==> src/rtl/can_ctl_pkg.sv <==
package can_ctl_pkg;

    localparam int ADDR_W_DEF = 8;
    localparam int DATA_W_DEF = 32;

    localparam logic [7:0] OFS_CTRL = 8'h00;
    localparam logic [7:0] OFS_MODE = 8'h04;
    localparam logic [7:0] OFS_STAT = 8'h08;
    localparam logic [7:0] OFS_FLAG = 8'h0C;
    localparam logic [7:0] OFS_FCLR = 8'h10;

    localparam int EN_BIT    = 1;
    localparam int TXF_BIT   = 1;
    localparam int RXF_BIT   = 4;
    localparam int ST_NORMAL = 3;
    localparam int ST_LOOP   = 1;
    localparam int ST_SLEEP  = 2;
    localparam int ST_SNOOP  = 12;

    typedef enum logic [2:0] {
        OPM_CFG    = 3'd0,
        OPM_NORMAL = 3'd1,
        OPM_LOOP   = 3'd2,
        OPM_SNOOP  = 3'd3,
        OPM_SLEEP  = 3'd4
    } op_mode_e;

    typedef struct packed {
        logic tx;
        logic rx;
    } flag_set_t;

    function automatic op_mode_e decode_request(input logic [2:0] code);
        if (code[0])      return OPM_SLEEP;
        else if (code[1]) return OPM_LOOP;
        else if (code[2]) return OPM_SNOOP;
        else              return OPM_NORMAL;
    endfunction

    function automatic logic [2:0] encode_request(input op_mode_e m);
        case (m)
            OPM_SLEEP: return 3'b001;
            OPM_LOOP:  return 3'b010;
            OPM_SNOOP: return 3'b100;
            default:   return 3'b000;
        endcase
    endfunction

    function automatic logic [15:0] status_bits(input op_mode_e m);
        logic [15:0] s;
        s = '0;
        case (m)
            OPM_NORMAL: s[ST_NORMAL] = 1'b1;
            OPM_LOOP:   s[ST_LOOP]   = 1'b1;
            OPM_SLEEP:  s[ST_SLEEP]  = 1'b1;
            OPM_SNOOP:  s[ST_SNOOP]  = 1'b1;
            default:    s            = '0;
        endcase
        return s;
    endfunction

endpackage

==> src/rtl/can_mode_fsm.sv <==
module can_mode_fsm
    import can_ctl_pkg::*;
(
    input  logic       clk,
    input  logic       rst,
    input  logic       ctrl_wr,
    input  logic       ctrl_en_bit,
    input  logic       mode_wr,
    input  logic [2:0] mode_code,
    input  logic       bus_activity,
    output logic       enabled,
    output op_mode_e   active_mode,
    output op_mode_e   pend_mode
);

    always_ff @(posedge clk) begin
        if (rst) begin
            enabled     <= 1'b0;
            active_mode <= OPM_CFG;
            pend_mode   <= OPM_NORMAL;
        end else begin
            if (ctrl_wr) begin
                enabled <= ctrl_en_bit;
                if (!ctrl_en_bit)
                    active_mode <= OPM_CFG;
                else if (!enabled)
                    active_mode <= pend_mode;
            end else if (active_mode == OPM_SLEEP && bus_activity) begin
                active_mode <= OPM_NORMAL;
            end
            if (mode_wr && !enabled)
                pend_mode <= decode_request(mode_code);
        end
    end

endmodule

==> src/rtl/can_irq_flags.sv <==
module can_irq_flags
    import can_ctl_pkg::*;
#(
    parameter int DATA_W = DATA_W_DEF
) (
    input  logic              clk,
    input  logic              rst,
    input  op_mode_e          active_mode,
    input  logic              tx_done,
    input  logic              rx_done,
    input  logic              clr_wr,
    input  logic [DATA_W-1:0] clr_mask,
    output flag_set_t         flags
);

    flag_set_t hit;
    flag_set_t kept;

    always_comb begin
        hit.tx = tx_done && (active_mode == OPM_NORMAL || active_mode == OPM_LOOP);
        hit.rx = (rx_done && (active_mode == OPM_NORMAL || active_mode == OPM_SLEEP ||
                              active_mode == OPM_SNOOP)) ||
                 (tx_done && active_mode == OPM_LOOP);
        kept.tx = flags.tx && !(clr_wr && clr_mask[TXF_BIT]);
        kept.rx = flags.rx && !(clr_wr && clr_mask[RXF_BIT]);
    end

    always_ff @(posedge clk) begin
        if (rst) begin
            flags <= '0;
        end else begin
            flags.tx <= kept.tx || hit.tx;
            flags.rx <= kept.rx || hit.rx;
        end
    end

endmodule

==> src/rtl/can_reg_read.sv <==
module can_reg_read
    import can_ctl_pkg::*;
#(
    parameter int ADDR_W = ADDR_W_DEF,
    parameter int DATA_W = DATA_W_DEF
) (
    input  logic [ADDR_W-1:0] addr,
    input  logic              enabled,
    input  op_mode_e          pend_mode,
    input  logic [15:0]       status_word,
    input  flag_set_t         flags,
    output logic [DATA_W-1:0] rdata
);

    always_comb begin
        rdata = '0;
        case (addr)
            ADDR_W'(OFS_CTRL): rdata[EN_BIT] = enabled;
            ADDR_W'(OFS_MODE): rdata[2:0]    = encode_request(pend_mode);
            ADDR_W'(OFS_STAT): rdata[15:0]   = status_word;
            ADDR_W'(OFS_FLAG): begin
                rdata[TXF_BIT] = flags.tx;
                rdata[RXF_BIT] = flags.rx;
            end
            default: rdata = '0;
        endcase
    end

endmodule

==> src/rtl/can_mode_ctrl.sv <==
module can_mode_ctrl
    import can_ctl_pkg::*;
#(
    parameter int ADDR_W = ADDR_W_DEF,
    parameter int DATA_W = DATA_W_DEF
) (
    input  logic              clk,
    input  logic              rst,
    input  logic              wr_en,
    input  logic [ADDR_W-1:0] addr,
    input  logic [DATA_W-1:0] wdata,
    output logic [DATA_W-1:0] rdata,
    input  logic              tx_done,
    input  logic              rx_done,
    input  logic              bus_activity,
    output logic              tx_permit,
    output logic              loop_route,
    output logic              irq
);

    logic        ctrl_wr;
    logic        mode_wr;
    logic        clr_wr;
    logic        enabled;
    op_mode_e    active_mode;
    op_mode_e    pend_mode;
    flag_set_t   flags;
    logic [15:0] status_word;

    assign ctrl_wr = wr_en && (addr == ADDR_W'(OFS_CTRL));
    assign mode_wr = wr_en && (addr == ADDR_W'(OFS_MODE));
    assign clr_wr  = wr_en && (addr == ADDR_W'(OFS_FCLR));

    can_mode_fsm u_fsm (
        .clk          (clk),
        .rst          (rst),
        .ctrl_wr      (ctrl_wr),
        .ctrl_en_bit  (wdata[EN_BIT]),
        .mode_wr      (mode_wr),
        .mode_code    (wdata[2:0]),
        .bus_activity (bus_activity),
        .enabled      (enabled),
        .active_mode  (active_mode),
        .pend_mode    (pend_mode)
    );

    can_irq_flags #(.DATA_W(DATA_W)) u_flags (
        .clk         (clk),
        .rst         (rst),
        .active_mode (active_mode),
        .tx_done     (tx_done),
        .rx_done     (rx_done),
        .clr_wr      (clr_wr),
        .clr_mask    (wdata),
        .flags       (flags)
    );

    assign status_word = status_bits(active_mode);

    can_reg_read #(.ADDR_W(ADDR_W), .DATA_W(DATA_W)) u_read (
        .addr        (addr),
        .enabled     (enabled),
        .pend_mode   (pend_mode),
        .status_word (status_word),
        .flags       (flags),
        .rdata       (rdata)
    );

    assign tx_permit  = (active_mode == OPM_NORMAL) || (active_mode == OPM_LOOP);
    assign loop_route = (active_mode == OPM_LOOP);
    assign irq        = flags.tx || flags.rx;

endmodule

==> config.mk <==
export PLATFORM = sky130hd
export DESIGN_NAME = can_mode_ctrl
export DESIGN_NICKNAME = d
export VERILOG_FILES = /design/src/rtl/can_ctl_pkg.sv /design/src/rtl/can_mode_fsm.sv /design/src/rtl/can_irq_flags.sv /design/src/rtl/can_reg_read.sv /design/src/rtl/can_mode_ctrl.sv
export SDC_FILE = /design/constraint.sdc
export NUM_CORES = 1
export LEC_CHECK = 0
export ABC_CLOCK_PERIOD_IN_PS = 2900
export BUFFER_PORTS_ARGS = -buffer_cell sky130_fd_sc_hd__buf_2
export CAP_MARGIN = 20
export CORE_ASPECT_RATIO = 1.2
export CORE_UTILIZATION = 38
export DETAILED_ROUTE_END_ITERATION = 8
export GPL_TIMING_DRIVEN = 0
export HOLD_SLACK_MARGIN = 0.1
export MAX_ROUTING_LAYER = met4
export PLACE_DENSITY = 0.85
export SKIP_CTS_REPAIR_TIMING = 1
export SLEW_MARGIN = 25
export SYNTH_ARGS = -nofsm -noshare
export SYNTH_HDL_FRONTEND = slang
export SYNTH_SLANG_ARGS = --single-unit
==> constraint.sdc <==
create_clock -name clk -period 2.9 [get_ports clk]
set_input_delay 0.29 -clock clk [delete_from_list [all_inputs] [get_ports clk]]
set_output_delay 0.29 -clock clk [all_outputs]
set_load 0.05 [all_outputs]
==> results.md, run 1 <==
* Leak Pwr at 0.5348 nW
* Die X-Extent at 43.84 um
* Avg Inst Size Synth at 7.826 sq um
* Layout area overhead at 33.70%
* Total number of vias at 803
* Worst min path class: in2reg
* CTS root buf: clkbuf_4
* Die height at 52.21 um
* Tcrit/Tclk final at 0.6763
* Fmax at 509.9 MHz
* Total power per unit cell area at 332.6 nW/um^2
* Port Buf Inserts at 24
* Non-Filler Instances at 174
* WL/cell at 10.33 um
* R2r worst-path depth at 4
* Ant diodes at 0
* FILL cells at 191
* EDFF count, synth at 0
* Drt pass-1 iters at 6
* Nature of the critical path endpoint: output port
* Final Skew at 0.0004713 ns
* WL final at 1797 um
* CORE AREA at 1914 sq um
* Vias in the first global route at 673
* Yosys Warn Count at 0
* GRT Util Overall at 0.1678
* Synthesized cell area at 798.3 sq um
* Hold Crit Start: rx_done
* Final worst slack at 0.9387 ns
* Total CTS buffers at 3
* Final Critical Period at 1.961 ns
* Final hold vios at 0
* CP required at 2.61 ns
* DP HPWL at 1455 um
* Largest net degree at the start of global routing at 10
* Cells on Worst Hold Path at 3
* Worst Setup Start Kind: register
* Initial antenna violation count at 0
* Count of final max-slew check failures at 0
* First-pass GRT wire length at 2704 um
* Peak VDD IR at 229.4 uV
* Design area at 1067 sq um
* CP Max Fanout at 7
* CTS H-Tree Depth at 1
* # DRC at 6
* Nets@finish at 202
* Design Power at 0.3550 mW
* Reg2reg start: u_fsm.active_mode[0]
* Ys async rst share at 0
* Placed Area at 1041 sq um
* Crit path kind: reg2out
* IO Pins at 81
* Reg2reg setup slack at 1.54 ns
* Synth Instances at 102
* Failing checks: design-rule violations
* Dpl cells at 170
* # setup viols final at 0
* Commonest cells after routing, fill and taps aside: buf_4, conb_1, buf_2
* Clk slew on worst S/H paths at 0.06 ns
* Max Cap Violations at 0
* Fraction of final layout cells sized beyond drive strength 1 at 0.3871
* CTS tree: done
* Clk sinks at 9
* RSZ-0062 raised after global routing: false
* Starting Density at 0.4170
* Predominant post-synthesis flop cell: dfxtp_1
* Setup TNS at 0 ns
* Global route overflow at 0
* Worst slack, placed at 1.065 ns
* GP Congestion at 0.7734
* Remaining antenna violation count at 0
* Die area at 2289 sq um
* Clock buffer depth at 2
* Arrival time worst endpoint at 1.67 ns
* Clock latency on the worst-skew pair at 0.27 ns
* Via density at 4.615
* Cell row count at 17
* Sequential share of the synthesized area at 0.2257
* DRT iter0 DRCs at 31
* RR Endpoint: u_fsm.active_mode[0]
* Yosys reg bits at 9
* Outcome: complete, but fails checks
* WHS Endpoint: u_flags.flags[0]
* Synth unique cells at 32
[where the power goes]
part	internal [mW]	switching [mW]	total (mW)
Sequential	0.124	0.000145	0.124
Combinational	0.0364	0.0962	0.133
Clock	0.0531	0.0454	0.0985
Total	0.213	0.142	0.355
[area by class of cell]
type	instances	area [sq um]	share of cell area
Buffer	30	211.5	0.1981
Timing Repair Buffer	24	120.1	0.1125
Tap cell	19	23.77	0.02227
Sequential cell	9	180.2	0.1688
Multi-Input combinational cell	86	498.0	0.4666
Clock buffer	4	26.28	0.02462
Inverter	2	7.507	0.007034
[state kept, by name, indices dropped and copies added (netlist names)]
register,cells
u_fsm.enabled,1
u_flags.flags,2
u_fsm.active_mode,3
u_fsm.pend_mode,3
[routing by layer]
| layer | global-route usage | part of all wire |
|---|---|---|
| met4 | 0.1094 | 0.024 |
| met5 | - | 0 |
| met2 | 0.3159 | 0.51 |
| met1 | 0.1537 | 0.38 |
| met3 | 0.02414 | 0.081 |
[worst max-delay path by stage]
stage               end  slack, ns                  from
2_1_floorplan  rdata[1]       0.03  u_fsm.active_mode[0]
3_3_place_gp   rdata[0]       1.06               addr[4]
3_5_place_dp   rdata[0]       1.07               addr[4]
4_1_cts        rdata[2]       0.96  u_fsm.active_mode[0]
5_1_grt        rdata[2]       0.86  u_fsm.active_mode[0]
6_report       rdata[2]       0.94  u_fsm.active_mode[0]
[worst max-delay path, cell delays in order (launching register included)]
cell	delay [ns]
dfxtp_1	0.30
clkbuf_1	0.17
nor3_1	0.41
nand2_1	0.10
a21oi_1	0.14
buf_2	0.28
[through the flow]
stage,util,hold slack (ns)
global route,0.5575,0.3265
global placement,0.5438,0.4884
CTS,0.5575,0.2920
floorplan,-,0.4339
detailed placement,0.5438,0.4997
finish,0.5575,0.2867
[cells by family (layout without fill, tap and decap cells)]
| logic type | count (synthesis) | count (layout) | synth area share |
|---|---|---|---|
| and+or+nand+nor | 43 | 43 | 0.3355 |
| buffers and inverters | 32 | 60 | 0.2743 |
| AOI/OAI and AO/OA | 14 | 14 | 0.1238 |
| DFF | 9 | 9 | 0.2257 |
| muxes | 2 | 2 | 0.02508 |
| other | 1 | 26 | 0.004698 |
| xor gates and xnor gates | 1 | 1 | 0.01097 |
[synth_stat cells (all sizes together), types with 3 or more instances]
library cell,count,area [sq um]
a21oi,5,25.02
a211oi,3,22.52
nor3,5,25.02
nor2b,3,18.77
nor2,8,30.03
buf,28,203.9
nor4b,3,26.28
dfxtp,9,180.2
nand2,7,26.28
nand4,3,25.02
nand3,6,30.03
No activity file was read; power rests on OpenSTA's default activity.
==> inputs of run 2 (changes only) <==
--- a/config.mk
+++ b/config.mk
@@ -5,16 +5,17 @@
 export SDC_FILE = /design/constraint.sdc
 export NUM_CORES = 1
 export LEC_CHECK = 0
-export ABC_CLOCK_PERIOD_IN_PS = 2900
+export ABC_AREA = 1
+export ABC_CLOCK_PERIOD_IN_PS = 2000
 export BUFFER_PORTS_ARGS = -buffer_cell sky130_fd_sc_hd__buf_2
 export CAP_MARGIN = 20
 export CORE_ASPECT_RATIO = 1.2
-export CORE_UTILIZATION = 38
+export CORE_UTILIZATION = 37
 export DETAILED_ROUTE_END_ITERATION = 8
 export GPL_TIMING_DRIVEN = 0
 export HOLD_SLACK_MARGIN = 0.1
 export MAX_ROUTING_LAYER = met4
-export PLACE_DENSITY = 0.85
+export PLACE_DENSITY = 0.79
 export SKIP_CTS_REPAIR_TIMING = 1
 export SLEW_MARGIN = 25
 export SYNTH_ARGS = -nofsm -noshare
==> constraint.sdc (replaced) <==
create_clock -name clk -period 2 [get_ports clk]
set_input_delay 0.2 -clock clk [delete_from_list [all_inputs] [get_ports clk]]
set_output_delay 0.2 -clock clk [all_outputs]
set_load 0.05 [all_outputs]
==> results.md, run 2 <==
* Clock buffer depth at 2 (unchanged)
* Fmax at 588.8 MHz
* Avg Inst Size Synth at 6.959 sq um (-11%)
* Design area at 1190 sq um (+11%)
* CTS tree: done
* Nets@finish at 230 (+14%)
* Non-Filler Instances at 214 (+23%)
* Nature of the critical path endpoint: output port
* Count leader, synth: buf_4
* Area share of the largest cell type after synthesis at 0.2158 (-0.02875)
* Top Usage Layer GRT: met2
* CORE AREA at 2306 sq um (+20%)
* Arrival time worst endpoint at 1.50 ns (-0.17 ns)
* Predominant post-synthesis flop cell: dfxtp_1
* Clock power share at 0.270 (-0.007)
* Yosys reg bits at 9 (unchanged)
* Sequential power share at 0.346 (-0.003)
* Leak Pwr at 0.6476 nW (+21%)
* Clock latency on the worst-skew pair at 0.26 ns (about the same)
* Die area at 2647 sq um (+16%)
* Met1 usage in global routing at 0.1606 (+0.006958)
* CTS root buf: clkbuf_4
* Placed Area at 1164 sq um (+12%)
* Worst min path class: in2reg
* Crit path kind: reg2out
* Synthesized cell area at 904.6 sq um (+13%)
* GP Congestion at 0.8409 (+8.7%)
* Global route overflow at 0 (unchanged)
* Remaining antenna violation count at 0 (unchanged)
* Setup TNS at 0 ns (unchanged)
* Tcrit/Tclk final at 0.8492
* Total CTS buffers at 3 (unchanged)
* RSZ-0062 raised after global routing: false
* Switching power at 0.2100 mW (+48%)
* Yosys top cell by area: buf_4
* Via density at 4.065 (-12%)
* Met3 GRT Util at 0.03896 (+0.01482)
* Port Buf Inserts at 24 (unchanged)
* Synth Instances at 130 (+27%)
* Peak VDD IR at 264.4 uV (+15%)
* Cell row count at 19 (+2)
* Fraction of final layout cells sized beyond drive strength 1 at 0.3989 (+0.01181)
* Starting Density at 0.3923 (-0.02470)
* Synth area leaders: buf_4, dfxtp_1, inv_1, nand3_1, nand2_1
* Count of final max-slew check failures at 0 (unchanged)
* Dpl cells at 210 (+24%)
* Commonest cells post-synth: buf_4, inv_1, nand2_1, nand3_1
* Routing usage on met2 at 0.2103 (-0.1056)
* Ys async rst share at 0 (unchanged)
* Yosys Warn Count at 0 (unchanged)
* WL/cell at 7.589 um (-27%)
* WL final at 1624 um (-9.6%)
* Layout area overhead at 31.54%
* Die X-Extent at 47.14 um (+7.5%)
* # setup viols final at 0 (unchanged)
* Initial antenna violation count at 0 (unchanged)
* # DRC at 0 (-6)
* IO Pins at 81 (unchanged)
* Combinational Power Share at 0.384 (+0.011)
* GRT Util Overall at 0.1389 (-0.02886)
* Sequential share of the synthesized area at 0.1992 (-0.02654)
* EDFF count, synth at 0 (unchanged)
* Clk sinks at 9 (unchanged)
* Worst Setup Start Kind: register
* Largest registers: u_fsm.active_mode x3, u_fsm.pend_mode x3, u_flags.flags x2
* DRT iter0 DRCs at 7 (-77%)
* Final Critical Period at 1.698 ns
* Outcome: finished, final reports clean
* Max Cap Violations at 0 (unchanged)
* Final hold vios at 0 (unchanged)
* Drt pass-1 iters at 5 (-1)
* First-pass GRT wire length at 2580 um (-4.6%)
* Total number of vias at 870 (+8.3%)
* CP Max Fanout at 4 (-3)
* Largest net degree at the start of global routing at 9 (-1)
* CP required at 1.80 ns (-0.81 ns)
* Ant diodes at 0 (unchanged)
* Final Skew at 0.005984 ns (+0.005513 ns)
* Clk slew on worst S/H paths at 0.06 ns (about the same)
* Synth unique cells at 27 (-16%)
* Vias in the first global route at 650 (-3.4%)
* Pint at 0.3127 mW (+47%)
* Total power per unit cell area at 439.2 nW/um^2 (+32%)
* CTS H-Tree Depth at 1 (unchanged)
* Switching Fraction at 0.4017 (+0.002516)
* DP HPWL at 1391 um (-4.4%)
* Die height at 56.17 um (+7.6%)
* Commonest cells after routing, fill and taps aside: buf_2, buf_4, conb_1
-- run 2: cell types whose count changed in the layout (fill, tap and decap cells not counted), sizes merged, moves of 3 or more --
cell,before,now
a211oi,3,0
a21oi,5,9
inv,2,16
nand2,7,18
nand3,6,12
nand3b,0,3
nand4,3,6
nor2,8,16
nor2b,3,0
nor4b,3,0
o21ai,1,4
-- run 2: layer usage --
metal / up-vias / share of wire
met5: - / 0
met4: 0 / 0.013
met3: 4 / 0.081
met2: 35 / 0.48
met1: 350 / 0.42
li1: 481 / -
-- run 2: layout make-up --
cell class | count | area (sq um)
Buffer | 28 | 205.2
Clock buffer | 4 | 26.28
Fill cell | 253 | 1116
Inverter | 16 | 60.06
Multi-Input combinational cell | 102 | 559.3
Sequential cell | 9 | 180.2
Tap cell | 31 | 38.79
Timing Repair Buffer | 24 | 120.1
-- run 2: cell families (layout without fill, tap and decap cells) --
family                 Yosys count  after routing  share of synthesized area
flip-flops                       9              9                     0.1992
buffers and inverters           44             72                     0.2932
AND/OR/NAND/NOR                 61             61                     0.4108
AO/OA/AOI/OAI                   15             15                    0.09267
other                            1             26                   0.004145
-- run 2: path summary, 6_finish.rpt --
kind,startpoint,end,slack [ns],cells past startpoint
min,rst,u_flags.flags[1],0.16,2
min reg2reg,u_flags.flags[0],u_flags.flags[0],0.47,2
max,u_fsm.active_mode[1],rdata[1],0.30,7
max reg2reg,u_fsm.active_mode[0],u_flags.flags[1],0.86,7
-- run 2: power groups by stage --
| stage | logic, mW | clock network, mW | registers (mW) |
|---|---|---|---|
| floorplan | 0.174 | 0 | 0.185 |
| global placement | 0.199 | 0 | 0.185 |
| detailed placement | 0.199 | 0 | 0.185 |
| CTS | 0.200 | 0.148 | 0.181 |
| global route | 0.213 | 0.159 | 0.181 |
| finish | 0.201 | 0.141 | 0.181 |
-- run 2: worst max-delay path: stages (launching register included) --
cell and delay [ns]:
dfxtp_1 0.37, inv_1 0.11, nor3_4 0.15, inv_1 0.10, o21ai_1 0.15, inv_1 0.05
nand3_1 0.05, buf_2 0.26
-- run 2: per-stage QoR --
step	hold WS, ns	util	power (mW)	setup WS, ns
2_1_floorplan	0.2624	-	0.3588	0.01669
3_3_place_gp	0.4214	0.5046	0.3834	0.4273
3_5_place_dp	0.4302	0.5046	0.3843	0.4175
4_1_cts	0.1451	0.5160	0.5289	0.2747
5_1_grt	0.1461	0.5160	0.5526	0.1283
6_report	0.1551	0.5160	0.5226	0.3017
